File: config.mk
export PLATFORM = sky130hd
export DESIGN_NAME = clkdiv_bank
export DESIGN_NICKNAME = d
export VERILOG_FILES = /design/src/rtl/clkdiv_pkg.sv /design/src/rtl/clkdiv_en_capture.sv /design/src/rtl/clkdiv_counter.sv /design/src/rtl/clkdiv_diff_out.sv /design/src/rtl/clkdiv_bank.sv
export SDC_FILE = /design/constraint.sdc
export NUM_CORES = 1
export LEC_CHECK = 0
export CAP_MARGIN = 20
export CORE_AREA = 5 5 42 44
export DETAILED_ROUTE_END_ITERATION = 12
export DIE_AREA = 0 0 47 49
export GPL_ROUTABILITY_DRIVEN = 1
export GPL_TIMING_DRIVEN = 0
export MAX_ROUTING_LAYER = met4
export PLACE_DENSITY_LB_ADDON = 0.1
export SYNTH_ARGS = -nofsm -noshare
export SYNTH_HDL_FRONTEND = slang
export SYNTH_SLANG_ARGS = --single-unit
File: constraint.sdc
create_clock -name clk -period 3 [get_ports clk]
set_input_delay 0.6 -clock clk [delete_from_list [all_inputs] [get_ports clk]]
set_output_delay 0.6 -clock clk [all_outputs]
set_load 0.02 [all_outputs]
File: src/rtl/clkdiv_pkg.sv
package clkdiv_pkg;
  localparam int unsigned DIV_STAGES = 3;
  typedef logic [DIV_STAGES-1:0] div_cnt_t;

  // next counter value: hold when paused, otherwise step by one (wraps)
  function automatic div_cnt_t div_next(input div_cnt_t cur, input logic paused);
    div_cnt_t nxt;
    if (paused) nxt = cur;
    else        nxt = cur + div_cnt_t'(1);
    return nxt;
  endfunction
endpackage

File: src/rtl/clkdiv_en_capture.sv
// Captures the pause request on the falling clock edge so that gating
// changes only while the clock is low.
module clkdiv_en_capture (
  input  logic clk,
  input  logic mr,
  input  logic en,
  output logic en_q
);
  always_ff @(negedge clk or posedge mr) begin
    if (mr) en_q <= 1'b0;
    else    en_q <= en;
  end
endmodule

File: src/rtl/clkdiv_counter.sv
// Shared divide counter; every output bit comes from this one register.
module clkdiv_counter #(
  parameter int unsigned WIDTH = clkdiv_pkg::DIV_STAGES
) (
  input  logic             clk,
  input  logic             mr,
  input  logic             paused,
  output logic [WIDTH-1:0] cnt
);
  localparam logic [WIDTH-1:0] CNT_ZERO = '0;

  always_ff @(posedge clk or posedge mr) begin
    if (mr)          cnt <= CNT_ZERO;
    else if (!paused) cnt <= cnt + 1'b1;
  end
endmodule

File: src/rtl/clkdiv_diff_out.sv
// Forms a true/complement pair for every counter bit.
module clkdiv_diff_out #(
  parameter int unsigned WIDTH = clkdiv_pkg::DIV_STAGES
) (
  input  logic [WIDTH-1:0] cnt,
  output logic [WIDTH-1:0] q_t,
  output logic [WIDTH-1:0] q_c
);
  for (genvar i = 0; i < WIDTH; i++) begin : g_pair
    assign q_t[i] = cnt[i];
    assign q_c[i] = ~cnt[i];
  end
endmodule

File: src/rtl/clkdiv_bank.sv
module clkdiv_bank (
  input  logic clk,
  input  logic en,
  input  logic mr,
  output logic q0,
  output logic q0n,
  output logic q1,
  output logic q1n,
  output logic q2,
  output logic q2n
);
  import clkdiv_pkg::*;
  localparam int unsigned W = DIV_STAGES;

  // named internal events for the checker
  logic        en_q;   // pause request as seen by the rising edge
  logic        adv;    // this rising edge steps the counter
  div_cnt_t    cnt;
  logic [W-1:0] q_t;
  logic [W-1:0] q_c;

  clkdiv_en_capture u_en (
    .clk  (clk),
    .mr   (mr),
    .en   (en),
    .en_q (en_q)
  );

  assign adv = ~en_q;

  clkdiv_counter #(.WIDTH(W)) u_cnt (
    .clk    (clk),
    .mr     (mr),
    .paused (~adv),
    .cnt    (cnt)
  );

  clkdiv_diff_out #(.WIDTH(W)) u_out (
    .cnt (cnt),
    .q_t (q_t),
    .q_c (q_c)
  );

  assign q0  = q_t[0];
  assign q0n = q_c[0];
  assign q1  = q_t[1];
  assign q1n = q_c[1];
  assign q2  = q_t[2];
  assign q2n = q_c[2];
endmodule

# [Word level (Yosys, flattened, before mapping)]
# Cells that the tools add are included.
[word_totals] ff_bits=4 in_bits=3 output_inout_bits=6 elab_cells=6
[op_classes] add_sub_neg=1 bitwise_logic=3
[ops] op="$add 3x1->3 const B" n=1
[ops] op="$not 1->1" n=3

# [Logic depth before layout (Yosys ltp)]
# Gate-level depths: netlist (run 1).
[logic_depth] depth_word=1 mapped_depth=3 mapped_depth_nobuf=3

# [Hierarchy]
# From an unflattened synthesis (run 1), not the netlist that was laid out.
[unflattened] cells_unflattened=17 area_unflattened_um2=200.2
[modules_own_cells] mod="clkdiv_counter" n_inst=1 cells_per_inst=9 area_each_um2=137.6 seq_area_each_um2=75.1
[modules_own_cells] mod="clkdiv_diff_out" n_inst=1 cells_per_inst=6 area_each_um2=33.8 seq_area_each_um2=0.0
[modules_own_cells] mod="clkdiv_en_capture" n_inst=1 cells_per_inst=2 area_each_um2=28.8 seq_area_each_um2=25.0

==> results of run 1 <==
==> report_power, final <==
| part | leakage (nW) | internal (mW) | switching, mW |
|---|---|---|---|
| clock | 0.0150 | 0.0499 | 0.0223 |
| combinational | 0.0747 | 0.107 | 0.0901 |
| sequential | 0.0467 | 0.0768 | 0.0196 |
==> stage by stage <==
step / setup WS (ns) / area [µm²] / util / hold slack (ns) / total power [mW]
after detailed placement: 0.339 / 269 / 0.192 / 0.521 / 0.299
after CTS: 0.595 / 295 / 0.211 / 0.530 / 0.375
final: 0.591 / 295 / 0.211 / 0.520 / 0.366
after global placement: 0.339 / 269 / 0.192 / 0.500 / 0.297
after floorplan: 0.630 / 169 / - / 0.366 / 0.201
after global routing: 0.572 / 295 / 0.211 / 0.557 / 0.394
==> area by class of cell <==
type                            count  share of cell area
Timing Repair Buffer                8               0.271
Sequential cell                     4               0.339
Clock buffer                        4              0.0890
Multi-Input combinational cell      5               0.182
Tap cell                           16              0.0678
Inverter                            4              0.0508
==> per-layer routing <==
metal  global-route usage  up-vias
met1               0.0442       59
met5                    -        -
met3               0.0221        0
li1                     -       61
met4               0.0138        0
met2               0.0475        4
==> registers in the layout, indices dropped and copies added, names as in the netlist <==
register	flops
u_cnt.cnt	3
u_en.en_q	1
==> kinds of logic (layout without fill, tap and decap cells) <==
group / after synthesis / count (layout) / synth area share
simple gates: 1 / 1 / 0.0519
fa+ha+maj: 1 / 1 / 0.0741
flops: 4 / 4 / 0.593
buf+inv: 4 / 16 / 0.0889
xor+xnor: 2 / 2 / 0.104
mux: 1 / 1 / 0.0889
==> cells in the final DEF, fill, tap and decap left out, drive strengths merged <==
cell type and count:
ha 1, nor2b 1, mux2 1, clkbuf 4, dfrtp 3, inv 4
clkdlybuf4s50 8, dfrtn 1, xnor2 2
==> worst min path at each step <==
| stage | startpoint | to | cells past startpoint |
|---|---|---|---|
| 2_1_floorplan | mr | u_cnt.cnt[0]$_DFFE_PP0N_ | 1 |
| 3_3_place_gp | u_cnt.cnt[0]$_DFFE_PP0N_ | u_cnt.cnt[0]$_DFFE_PP0N_ | 1 |
| 3_5_place_dp | u_cnt.cnt[0]$_DFFE_PP0N_ | u_cnt.cnt[0]$_DFFE_PP0N_ | 1 |
| 4_1_cts | u_cnt.cnt[0]$_DFFE_PP0N_ | u_cnt.cnt[0]$_DFFE_PP0N_ | 1 |
| 5_1_grt | u_cnt.cnt[0]$_DFFE_PP0N_ | u_cnt.cnt[0]$_DFFE_PP0N_ | 1 |
| 6_report | u_cnt.cnt[0]$_DFFE_PP0N_ | u_cnt.cnt[0]$_DFFE_PP0N_ | 1 |
==> impl_summary.log, run 1 <==
INFO  metric outcome = complete, no violations
INFO  metric post_synth_edffs = 0
INFO  metric worstSetupPathType = input pin to flip-flop
INFO  metric die_y = 49 µm
INFO  metric grt_pass1_vias = 142
INFO  metric critPathRequiredTime = 1.58 ns
INFO  metric rsz0062_at_grt = no
INFO  metric antenna_cells_inserted = 0
INFO  metric post_dr_wirelength_cell = 8.07 µm
INFO  metric gpl.final_weighted_congestion = 0.623
INFO  metric synth.most_common_cell = inv_1
INFO  metric yosysTopAreaCellShare = 0.444
INFO  metric total_congestion_overflow_after_global_routing = 0
INFO  metric grt_pass1_wl = 572 µm
INFO  metric place.detailed.hpwl = 284 µm
INFO  metric timing.clock.skew = 0.0153 ns
INFO  metric timing.critical_path.max_delay_family = buffers and inverters
INFO  metric detailroute.via_count = 124
INFO  metric synth_top_cell_by_area = dfrtp_1
INFO  metric detail_route.vias_per_cell = 3.02
INFO  metric sequential_cell_area = 100 µm²
INFO  metric path_depth = 1
INFO  metric pwr_density_cell = 1240 mW/mm²
INFO  metric cp_slowest_cell = clkdlybuf4s50_1
INFO  metric rows = 14
INFO  metric critical_path.endpoint = u_en.en_q$_DFF_NP0_
INFO  metric area_of_the_multi_input_gates = 53.8 µm²
INFO  metric post_cts_hold_buffer_count = 0
INFO  metric route.layer.met1.wl = 137 µm
INFO  metric cts-root-to-sink-buffers = 2
INFO  metric cts_h_tree_lvls = 1
INFO  metric synth_area_leaders = dfrtp_1 44%, dfrtn_1 15%, xnor2_1 10%
INFO  metric yosys_warnings = 0
INFO  metric antenna_violating_nets_post_route = 0
INFO  metric dp.cells = 37
INFO  metric async_reset_ff_frac = 1.00
INFO  metric numPortBuffers = 8
INFO  metric final-max-slew-violation-count = 0
INFO  metric layout-drive-gt1-share = 0.200
INFO  metric layoutNonFillerInstCount = 41
INFO  metric final_wirelength = 331 µm
INFO  metric vdd_ir_drop_max = 0.323 mV
INFO  metric postSynthRegisterBits = 4
INFO  metric max_stage_delay = 0.39 ns
INFO  metric sequential_fraction_of_the_synthesis_area = 0.593
INFO  metric crit_path_max_fanout = 1
INFO  metric setup-violations-final = 0
INFO  metric post_cts_setup_buffers = 0
INFO  metric synth.avg_cell_area = 13.0 µm²
INFO  metric synthTopCellsByCount = 4 x inv_1, 3 x dfrtp_1, 2 x xnor2_1
INFO  metric nets = 30
INFO  metric clk_pin_slew = 0.04 ns
INFO  metric crit_chain = clkdlybuf4s50_1
INFO  metric startpoint = en
INFO  metric r2r_setup_slack = 0.60 ns
INFO  metric hold_viol_final = 0
INFO  metric cts-resized-gates = 0
INFO  metric first_iter_violations = 1
INFO  metric cts_root_buffer = clkbuf_4
INFO  metric top_layer = met3
INFO  metric clock_insertion_delay_worst_skew = 0.24 ns
INFO  metric dominantRegCellSynth = dfrtp_1
INFO  metric top_level_ports = 9
INFO  metric cts.sink_count = 4
INFO  metric grtUsageTotal = 0.0362
INFO  metric critical_path_buf_inv_count = 1
INFO  metric drt-pass1-iter-count = 3
INFO  metric fillers = 166
INFO  metric mappedNetlistArea = 169 µm²
INFO  metric worst_r2r_endpoint = u_cnt.cnt[1]$_DFFE_PP0N_
INFO  metric fp.dieArea = 0.00230 mm²
INFO  metric core = 0.00140 mm²
INFO  metric synthToLayoutAreaGrowth = 74.8%
INFO  metric end_kind = flip-flop
INFO  metric cts_tree = yes
INFO  metric max_slew_margin_vs_limit = 0.854
INFO  metric total_leakage_power = 0.136 nW
INFO  metric drc = 0
INFO  metric dieWidth = 47 µm
INFO  metric initial_utilization = 0.121
INFO  metric synth_unique_cells = 7
INFO  metric cp-start-kind = input pin
INFO  metric drv.max_cap_violation_count = 0
INFO  metric initial_antenna_violation_count = 0
INFO  metric worst-r2r-cell-count = 1
INFO  metric dr_wl_met2 = 180 µm
INFO  metric reg2reg_from = u_en.en_q$_DFF_NP0_
INFO  metric synthesis.instances = 13
INFO  metric worst_ep_arrival_time = 0.99 ns
INFO  metric timing_worst_slew_pin_value = 0.219 ns
INFO  metric fin_setup_tns = 0 ns
INFO  metric grt_start_max_net_pins = 5
INFO  metric syn-num-nets = 17
INFO  metric tritoncts_buffers = 3
INFO  metric timing.hold.worst.class = flip-flop to flip-flop
INFO  metric met3_length = 13 µm
Power figures use the tool's default switching activity.
==> run 2, diff against run 1 <==
clock period = 2.5 ns   (was 3 ns; I/O delays follow)
==> results of run 2 <==
Same layout as run 1 (identical final DEF). Status: complete, no violations.
Among the figures that moved: setup slack after placement 0.339 ns -> 0.189 ns; setup slack after layout 0.591 ns -> 0.352 ns; hold slack 0.520 ns -> 0.449 ns; start point of the critical path en -> u_en.en_q$_DFF_NP0_; end point of the critical path u_en.en_q$_DFF_NP0_ -> u_cnt.cnt[1]$_DFFE_PP0N_; register-to-register setup slack 0.60 ns -> 0.35 ns; total power 0.366 mW -> 0.439 mW; worst IR drop on VDD 0.323 mV -> 0.388 mV
